**config.mk**
```make
export PLATFORM = sky130hd
export DESIGN_NAME = ev_count_fifo
export DESIGN_NICKNAME = d
export VERILOG_FILES = /design/src/rtl/ev_pkg.sv /design/src/rtl/ev_sync_edge.sv /design/src/rtl/ev_chan_counter.sv /design/src/rtl/ev_byte_fifo.sv /design/src/rtl/ev_count_fifo.sv
export SDC_FILE = /design/constraint.sdc
export NUM_CORES = 2
export LEC_CHECK = 0
export ABC_AREA = 1
export BUFFER_PORTS_ARGS = -buffer_cell sky130_fd_sc_hd__buf_2
export CORE_MARGIN = 2
export CORE_UTILIZATION = 40
export CTS_BUF_LIST = sky130_fd_sc_hd__clkbuf_8
export DETAILED_ROUTE_END_ITERATION = 8
export PLACE_DENSITY = 0.53
export SLEW_MARGIN = 15
export SYNTH_ARGS = -nofsm -noshare
export SYNTH_HDL_FRONTEND = slang
export SYNTH_SLANG_ARGS = --single-unit
```
**constraint.sdc**
```tcl
create_clock -name clk -period 6.85 [get_ports clk]
set_clock_uncertainty 0.1 [all_clocks]
set_input_delay 0.3425 -clock clk [delete_from_list [all_inputs] [get_ports clk]]
set_output_delay 0.3425 -clock clk [all_outputs]
set_load 0.01 [all_outputs]
```
**src/rtl/ev_pkg.sv**
```systemverilog
package ev_pkg;
    typedef enum logic [1:0] {
        ST_IDLE = 2'd0,
        ST_RUN  = 2'd1,
        ST_CAPT = 2'd2
    } ev_state_e;

    localparam int BYTE_W = 8;
endpackage

```
**src/rtl/ev_sync_edge.sv**
```systemverilog
module ev_sync_edge #(
    parameter bit FALLING = 1'b0
) (
    input  logic clk,
    input  logic rst_n,
    input  logic din,
    output logic pulse
);
    typedef struct packed {
        logic [2:0] sh;
    } sync_t;

    sync_t q, d;

    always_comb begin
        d    = q;
        d.sh = {q.sh[1:0], din};
    end

    always_ff @(posedge clk or negedge rst_n) begin
        if (!rst_n) q <= '0;
        else        q <= d;
    end

    generate
        if (FALLING) begin : g_fall
            assign pulse = ~q.sh[1] & q.sh[2];
        end else begin : g_rise
            assign pulse = q.sh[1] & ~q.sh[2];
        end
    endgenerate

    // one detected edge never spans two cycles
    assert_single_pulse_R2: assert property (@(posedge clk) disable iff (!rst_n)
        pulse |=> !pulse);
endmodule

```
**src/rtl/ev_chan_counter.sv**
```systemverilog
module ev_chan_counter #(
    parameter int CNT_W = 32
) (
    input  logic             clk,
    input  logic             rst_n,
    input  logic             clr,
    input  logic             inc,
    output logic [CNT_W-1:0] cnt,
    output logic             sat
);
    localparam logic [CNT_W-1:0] CNT_MAX = '1;

    typedef struct packed {
        logic [CNT_W-1:0] cnt;
        logic             sat;
    } ctr_t;

    ctr_t q, d;

    always_comb begin
        d = q;
        if (clr) begin
            d.cnt = '0;
            d.sat = 1'b0;
        end else if (inc) begin
            if (q.cnt == CNT_MAX) d.sat = 1'b1;
            else                  d.cnt = q.cnt + 1'b1;
        end
    end

    always_ff @(posedge clk or negedge rst_n) begin
        if (!rst_n) q <= '0;
        else        q <= d;
    end

    assign cnt = q.cnt;
    assign sat = q.sat;

    assert_clear_R3: assert property (@(posedge clk) disable iff (!rst_n)
        clr |=> (cnt == '0) && !sat);

    assert_saturate_R6: assert property (@(posedge clk) disable iff (!rst_n)
        (cnt == CNT_MAX) && inc && !clr |=> (cnt == CNT_MAX) && sat);
endmodule

```
**src/rtl/ev_byte_fifo.sv**
```systemverilog
module ev_byte_fifo #(
    parameter int DEPTH = 256
) (
    input  logic                       clk,
    input  logic                       rst_n,
    input  logic                       push,
    input  logic [7:0]                 wdata,
    input  logic                       pop,
    output logic [7:0]                 rdata,
    output logic [$clog2(DEPTH):0]     level,
    output logic                       empty,
    output logic                       full
);
    localparam int AW = $clog2(DEPTH);
    localparam int LW = AW + 1;
    localparam logic [LW-1:0] LVL_FULL = LW'(DEPTH);

    typedef struct packed {
        logic [AW-1:0] wr;
        logic [AW-1:0] rd;
        logic [LW-1:0] lvl;
    } ptr_t;

    ptr_t q, d;
    logic [7:0] mem [DEPTH];
    logic do_push, do_pop;

    assign empty   = (q.lvl == '0);
    assign full    = (q.lvl == LVL_FULL);
    assign do_push = push && !full;
    assign do_pop  = pop && !empty;

    always_comb begin
        d = q;
        if (do_push) d.wr = q.wr + 1'b1;
        if (do_pop)  d.rd = q.rd + 1'b1;
        case ({do_push, do_pop})
            2'b10:   d.lvl = q.lvl + 1'b1;
            2'b01:   d.lvl = q.lvl - 1'b1;
            default: d.lvl = q.lvl;
        endcase
    end

    always_ff @(posedge clk or negedge rst_n) begin
        if (!rst_n) q <= '0;
        else        q <= d;
    end

    always_ff @(posedge clk) begin
        if (do_push) mem[q.wr] <= wdata;
    end

    assign rdata = mem[q.rd];
    assign level = q.lvl;

    assert_no_push_full_R5: assert property (@(posedge clk) disable iff (!rst_n)
        push |-> !full);

    assert_level_hold_R9: assert property (@(posedge clk) disable iff (!rst_n)
        push && pop && !empty && !full |=> $stable(level));

    assert_empty_pop_R7: assert property (@(posedge clk) disable iff (!rst_n)
        pop && empty && !push |=> empty);
endmodule

```
**src/rtl/ev_count_fifo.sv**
```systemverilog
module ev_count_fifo
    import ev_pkg::*;
#(
    parameter int NUM_CH = 4,
    parameter int CNT_W  = 32,
    parameter int DEPTH  = 256
) (
    input  logic              clk,
    input  logic              rst_n,
    input  logic [NUM_CH-1:0] ev_in,
    input  logic              start,
    input  logic              stop,
    input  logic              rd_strb,
    input  logic [2:0]        rd_addr,
    output logic [7:0]        rd_data
);
    localparam int BPC = CNT_W / BYTE_W;
    localparam int REC = NUM_CH * BPC;
    localparam int IW  = (REC > 1) ? $clog2(REC) : 1;
    localparam int LW  = $clog2(DEPTH) + 1;
    localparam logic [LW-1:0] ROOM_LIM = LW'(DEPTH - REC);
    localparam logic [IW-1:0] IDX_LAST = IW'(REC - 1);

    typedef struct packed {
        ev_state_e     st;
        logic [IW-1:0] idx;
        logic          drop;
    } seq_t;

    seq_t q, d;

    logic [NUM_CH-1:0]       edge_v;
    logic [NUM_CH-1:0]       sat_v;
    logic [NUM_CH*CNT_W-1:0] all_cnt;
    logic                    clr, running, capturing, room;
    logic                    rd_end, pop, push;
    logic [7:0]              push_byte, head;
    logic [LW-1:0]           lvl;
    logic                    f_empty, f_full;
    logic [15:0]             lvl16;

    assign running   = (q.st == ST_RUN);
    assign capturing = (q.st == ST_CAPT);
    assign room      = (lvl <= ROOM_LIM);

    generate
        for (genvar i = 0; i < NUM_CH; i++) begin : g_ch
            ev_sync_edge #(.FALLING(1'b0)) u_sync (
                .clk(clk), .rst_n(rst_n), .din(ev_in[i]), .pulse(edge_v[i])
            );
            ev_chan_counter #(.CNT_W(CNT_W)) u_cnt (
                .clk(clk), .rst_n(rst_n), .clr(clr),
                .inc(edge_v[i] && running),
                .cnt(all_cnt[i*CNT_W +: CNT_W]), .sat(sat_v[i])
            );
        end
    endgenerate

    ev_sync_edge #(.FALLING(1'b1)) u_rd_sync (
        .clk(clk), .rst_n(rst_n), .din(rd_strb), .pulse(rd_end)
    );

    assign pop       = rd_end && (rd_addr == 3'd0);
    assign push      = capturing;
    assign push_byte = all_cnt[{q.idx, 3'b000} +: 8];

    ev_byte_fifo #(.DEPTH(DEPTH)) u_fifo (
        .clk(clk), .rst_n(rst_n), .push(push), .wdata(push_byte),
        .pop(pop), .rdata(head), .level(lvl), .empty(f_empty), .full(f_full)
    );

    always_comb begin
        d   = q;
        clr = 1'b0;
        unique case (q.st)
            ST_IDLE, ST_RUN: begin
                if (start) begin
                    clr    = 1'b1;
                    d.drop = 1'b0;
                    d.st   = ST_RUN;
                end else if (stop && q.st == ST_RUN) begin
                    d.idx = '0;
                    if (room) d.st = ST_CAPT;
                    else begin
                        d.st   = ST_IDLE;
                        d.drop = 1'b1;
                    end
                end
            end
            ST_CAPT: begin
                d.idx = q.idx + 1'b1;
                if (q.idx == IDX_LAST) d.st = ST_IDLE;
            end
            default: d.st = ST_IDLE;
        endcase
    end

    always_ff @(posedge clk or negedge rst_n) begin
        if (!rst_n) q <= '{st: ST_IDLE, idx: '0, drop: 1'b0};
        else        q <= d;
    end

    assign lvl16 = 16'(lvl);

    always_comb begin
        case (rd_addr)
            3'd0:    rd_data = head;
            3'd1:    rd_data = {3'b000, capturing, running, q.drop, f_full, f_empty};
            3'd2:    rd_data = 8'(sat_v);
            3'd3:    rd_data = lvl16[7:0];
            3'd4:    rd_data = lvl16[15:8];
            default: rd_data = 8'h00;
        endcase
    end

    assert_capture_begins_R4: assert property (@(posedge clk) disable iff (!rst_n)
        running && stop && !start && room |=> capturing);

    assert_drop_flag_R5: assert property (@(posedge clk) disable iff (!rst_n)
        running && stop && !start && !room |=> q.drop && !capturing);

    assert_start_ignored_R10: assert property (@(posedge clk) disable iff (!rst_n)
        capturing && start |=> !running);

    assert_stop_idle_R10: assert property (@(posedge clk) disable iff (!rst_n)
        (q.st == ST_IDLE) && stop && !start |=> (q.st == ST_IDLE));
endmodule

```
# [Word-level counts from Yosys, hierarchy flattened]
# Memories as Yosys holds them, arrays and structs flattened.
# Index checks and enable logic that the tools add are counted.
# Widths: inputs -> output; s select.
[op_classes] n_shift=1 n_lt_le_gt_ge=1 add_sub_neg=9 eq_ne=23 n_reduce_logical=36 bitwise_logic=10 mux=31
[ops] operator="$mux 33" n=8
[ops] operator="$add 32x1->32 const B" n=4
[ops] operator="$eq 32x32->1 const B" n=4
[ops] operator="$mux 32" n=4
[ops] operator="$shiftx 128x8->8" n=1
[ops] operator="$pmux 8 s5" n=1
[ops] operator="$reduce_bool 2->1" n=11
[ops] operator="$pmux 9 s2" n=1
[ops] operator="$reduce_and 2->1" n=9
[ops] operator="$add 8x1->8 const B" n=2
[ops] operator="$ne 2x2->1 const B" n=8
[ops] operator="$mux 1" n=10
[ops] operator="$add 9x1->9 const B" n=1
[ops] operator="$eq 9x9->1 const B" n=1
[ops] operator="$le 9x8->1 const B" n=1
[ops] operator="$logic_not 9->1" n=1
[ops] operator="$sub 9x1->9 const B" n=1
[ops] operator="$logic_and 1x1->1" n=8
[ops] operator="$pmux 4 s2" n=1
[ops] operator="$mux 7" n=1
[ops] operator="$eq 3x2->1 const B" n=2
[ops] operator="$mux 2" n=3
[ops] operator="$reduce_and 3->1" n=2
[ops] operator="$and 1x1->1" n=5
[ops] operator="14 further kinds" n=21
[totals] n_memories=1 out_inout_bits=8 regBits=179 ram_bits=2048
[memory_table] memory="u_fifo.mem" words=256 width=8 rd=1 rd_clocked_by_memory_dff=0 wr=1 line_no="ev_byte_fifo.sv:25" text="logic [7:0] mem [DEPTH];"

# [Longest topological paths before layout]
[depth] depth_word=6 ltp_mapped=20

# [Cells and area by module]
# From an unflattened synthesis, not the netlist that was laid out.
[hier_totals] cells_unflattened=9719 hier_area_um2=98450.7
[by_module_without_submodules] mod="ev_byte_fifo" area_each_um2=87046.0 cells_each=7897 seq_area_each_um2=62124.6 instances=1
[by_module_without_submodules] mod="ev_chan_counter (g_ch[0].u_cnt ...)" area_each_um2=2153.3 cells_each=320 seq_area_each_um2=825.8 instances=3
[by_module_without_submodules] mod="ev_count_fifo" area_each_um2=2321.0 cells_each=517 seq_area_each_um2=175.2 instances=1
[by_module_without_submodules] mod="ev_chan_counter (g_ch[3].u_cnt)" area_each_um2=2198.4 cells_each=320 seq_area_each_um2=825.8 instances=1
[by_module_without_submodules] mod="ev_sync_edge" area_each_um2=85.1 cells_each=5 seq_area_each_um2=75.1 instances=5

# [Worst setup path after synthesis]
# OpenSTA, ideal clock, no wires.
[synth_path] path_type="register -> register" start="register q[1] in the netlist's numbering" end="memory u_fifo.mem[0][0] (data pin)" path_stages_with_launch=9 path_buffers=2 arrival_time_ns=4.298 t_required_ns=5.928 setup_ns=0.822 setup_slack_ns=1.630 cell_sequence="dfrtp_1 -> clkbuf_1 -> inv_1 -> clkbuf_1 -> a21oi_1 -> o21ai_0 -> nand3_1 -> nand3_1 -> nand2_1"
[synth_between] elab_chain_len=1
[synth_lines] item="start, declared" line_no="ev_count_fifo.sv:30" text="seq_t q, d;"
[synth_lines] item="start signal, assigned" line_no="ev_count_fifo.sv:99" text="if (!rst_n) q <= '{st: ST_IDLE, idx: '0, drop: 1'b0};"
[synth_lines] item="$shiftx 128x8->8" line_no="ev_count_fifo.sv:65" text="assign push_byte = all_cnt[{q.idx, 3'b000} +: 8];"
[synth_lines] item="via push_byte[0]" line_no="ev_count_fifo.sv:37" text="logic [7:0] push_byte, head;"
[synth_lines] item="end, declared" line_no="ev_byte_fifo.sv:25"
# The timed path passes the listed nets, and every way through them passes these cells.

# [Final worst setup path]
[layout_path] start="register u_fifo.q[9] in the netlist's numbering" end="output port rd_data[0]"
[layout_between] elab_chain_len=2
[layout_lines] item="start, declared" line_no="ev_byte_fifo.sv:24" text="ptr_t q, d;"
[layout_lines] item="start signal, assigned" line_no="ev_byte_fifo.sv:45" text="if (!rst_n) q <= '0;"
[layout_lines] item="start signal, assigned" line_no="ev_byte_fifo.sv:46" text="else q <= d;"
[layout_lines] item="$mem_v2 256x8"
[layout_lines] item="$pmux 8 s5" line_no="ev_count_fifo.sv:106" text="case (rd_addr)"
[layout_lines] item="end, declared" line_no="ev_count_fifo.sv:15" text="output logic [7:0] rd_data"
# Every way passes these cells.

==> results.sh <==
export IMPL_multi_input_area_um2=26220
export IMPL_path_max_fanout=117
export IMPL_ys_types=44
export IMPL_chipHeight_um=496.2
export IMPL_synth_area_leaders="edfxtp_1 63%, nand2_1 9.2%, nor2_1 5.6%"
export IMPL_synth_common_cells="2382 x nand2_1, 2048 x edfxtp_1, 1440 x nor2_1"
export IMPL_netlist_area_um2=96920
export IMPL_worstSetupEndpoint="rd_data[0]"
export IMPL_start_kind="flip-flop"
export IMPL_cts_root_buf="clkbuf_8"
export IMPL_relSlewSlack_pct=20.72
export IMPL_reg2reg_to="u_fifo.mem[214][4]$_DFFE_PP_"
export IMPL_setup_violations_final=0
export IMPL_drtAntennaViolNets=0
export IMPL_slew_viol_final=0
export IMPL_cp_common_cell="nand2_1"
export IMPL_yosysTopAreaCell="edfxtp_1"
export IMPL_cap_violations=0
export IMPL_drive_gt1_share_pct=7.086
export IMPL_final_hold_viol_count=0
export IMPL_ir_worst_vdd_v=0.0004242
export IMPL_r2r_start="q[6]$_DFFE_PN0P_"
export IMPL_cp_required_ps=6410
export IMPL_tightest_slew_ps=1186
export IMPL_overflow=0
export IMPL_clkLatencyLatePin_ps=1110
export IMPL_cp_end_kind="output port"
export IMPL_core_um2=240800
export IMPL_synth_cells=9311
export IMPL_die_w_um=496.2
export IMPL_p_int_uw=28680
export IMPL_synth_edff_count=2048
export IMPL_critPathArrivalTime_ps=5670
export IMPL_grt_pass1_vias=65540
export IMPL_gp_congestion=0.8811
export IMPL_total_leakage_power_uw=0.03981
export IMPL_ys_warn_count=0
export IMPL_async_flop_share_pct=8.038
export IMPL_grt_pass1_wl_mm=429.4
export IMPL_vias_per_cell=5.317
export IMPL_place_ws_ps=1885
export IMPL_power_per_cell_area_nw_per_um2=451.9
export IMPL_start_util_pct=40.25
export IMPL_io_buffers=19
export IMPL_clk_pin_slew_ps=60
export IMPL_fillers=22740
export IMPL_crit_chain="inv_8 > buf_16 > buf_4 > nand2_1 > nand3_1 > nand2_1 > nand2_1 > nand2_1 > inv_1 > nand2_1 > a21oi_1 > nand3_1 > nand3_1 > nand2_1 > nand2_1 > nand2_1 > buf_2"
export IMPL_path_class="reg2out"
export IMPL_setup_tns_ps=0
export IMPL_die_area_um2=246200
export IMPL_antenna_found_initial=8
export IMPL_power_switching_uw=19790
export IMPL_setup_ws_ps=740.7
export IMPL_drtPass1Iterations=6
export IMPL_max_freq_mhz=163.7
export IMPL_timing_critical_path_from="u_fifo.q[9]$_DFFE_PN0P_"
export IMPL_cp_slowest_cell="dfrtp_4"
export IMPL_finalWirelength_mm=288.1
export IMPL_seqPwrFrac_pct=40.2
export IMPL_met1_usage_pct=33.12
export IMPL_fin_crit_ps=6109
export IMPL_synth_top_cell_area_share_pct=63.46
export IMPL_drt_initial_drc_count=6241
export IMPL_dp_hpwl_mm=164.6
export IMPL_status="finished clean"
export IMPL_comb_power_share_pct=36.5
export IMPL_rsz0062_at_grt="false"
export IMPL_numCtsBuffers=397
export IMPL_hold_depth=5
export IMPL_regArea_um2=65990
export IMPL_grt_max_degree=176
export IMPL_whs_ps=113.9
export IMPL_drc=0
export IMPL_hp_class="in2reg"
export IMPL_area_growth_synth_to_final_pct=10.68
export IMPL_slowest_delay_ps=760
export IMPL_fp_row_count=180
export IMPL_clkSinkCount=2227
export IMPL_rrSetupSlack_ps=2300
export IMPL_yosys_register_bits=2227
export IMPL_vias=68230
export IMPL_syn_area_per_cell_um2=10.41
export IMPL_ctsLongestPathBuffers=4
export IMPL_htreeDepth=5
export IMPL_use_met3_pct=3.601
export IMPL_p_sw_share_pct=40.83
export IMPL_grt_usage_pct=23.03
export IMPL_fin_nets=9377
export IMPL_yosysMostFrequentCell="nand2_1"
export IMPL_grt_use_met2_pct=35.52
export IMPL_grt_busiest_layer="met2"
export IMPL_io_pin_count=20
export IMPL_cts_tree="yes"
export IMPL_synth_ff_type="edfxtp_1"
export IMPL_clkPwrFrac_pct=23.4
export IMPL_synth_nets=9342
export IMPL_period_share_pct=89.19
export IMPL_reg2reg_depth=7
export IMPL_wl_per_cell_um=22.45
export IMPL_ys_seq_area_share_pct=68.08
==> power by group through the flow <==
stage,logic (µW),clock network (µW),registers (µW)
CTS,17700,11500,19500
global placement,17600,0,19700
floorplan,10100,0,20400
global route,19300,12100,19500
finish,17700,11300,19500
detailed placement,17700,0,19700
==> per-layer routing <==
metal,vias up,part of all wire [%]
li1,31660,-
met1,33540,44
met2,2484,45
met3,547,6.8
met4,2,3.4
met5,-,0.0069
==> cells by family after synthesis <==
family          after synthesis  share of synthesized area (%)
buf+inv                    1130                          4.977
fa+ha+maj                    19                         0.2530
flops                      2227                          68.08
xor+xnor                     68                         0.6145
compound gates             1146                          6.383
simple gates               4721                          19.69
==> flip-flops by register name, indices dropped and copies added (netlist names) <==
signal,flops
u_fifo.mem,2048
g_ch.u_cnt.cnt,128
u_fifo.q,16
g_ch.u_sync.q,12
u_fifo.level,9
q,7
g_ch.u_cnt.sat,4
u_rd_sync.q,3
==> metrics by stage <==
stage | utilization [%] | cells | cell area [µm²] | total power [µW]
after floorplan | - | 9311 | 96920 | 30510
after CTS | 44.54 | 12820 | 107200 | 48710
after detailed placement | 41.52 | 12110 | 99960 | 37410
final | 44.56 | 12830 | 107300 | 48480
after global placement | 41.52 | 12110 | 99960 | 37300
after global routing | 44.55 | 12830 | 107300 | 50860
==> area by class of cell <==
cell class / instances / area share (%)
antenna: 8 / 0.01866
clock buffer: 425 / 5.453
clock inverter: 267 / 1.117
inverter: 602 / 2.128
multi-input combinational: 5954 / 24.45
sequential: 2227 / 61.52
tap: 3185 / 3.715
timing repair buffer: 164 / 1.601
==> worst max-delay path: cells and delay by family, from the launching register on <==
kind | cells | cell delay, ps
AO/OA/AOI/OAI | 1 | 370
buffers and inverters | 5 | 1510
flip-flops | 1 | 760
AND/OR/NAND/NOR | 11 | 1680
==> layout by cell type, fill, tap and decap left out, drive strengths merged, types with 129 or more instances in the layout <==
| cell type | instances |
|---|---|
| clkbuf | 426 |
| o21ai | 776 |
| clkinv | 129 |
| buf | 144 |
| edfxtp | 2048 |
| inv | 734 |
| a21oi | 183 |
| nand2 | 2385 |
| nand3 | 695 |
| dfrtp | 179 |
| nor2 | 1447 |
==> worst min-delay path by stage <==
stage                                  start                          endpoint  slack, ps
6_report                               start                  q[6]$_DFFE_PN0P_        110
5_1_grt                                start                  q[6]$_DFFE_PN0P_        120
4_1_cts                                start                  q[6]$_DFFE_PN0P_          7
3_5_place_dp   g_ch[0].u_sync.q[0]$_DFF_PN0_     g_ch[0].u_sync.q[1]$_DFF_PN0_        240
3_3_place_gp        u_rd_sync.q[0]$_DFF_PN0_          u_rd_sync.q[1]$_DFF_PN0_        230
2_1_floorplan                          rst_n  g_ch[0].u_cnt.cnt[0]$_DFFE_PN0P_        -50
==> repair_timing <==
action / CTS / global route
buffers inserted: 0 / 0
hold buffers: 20 / 0
gates resized for setup: 0 / 0
hold endpoints to repair: 219 / 0
Note: power is estimated with default switching activity, not from simulation.
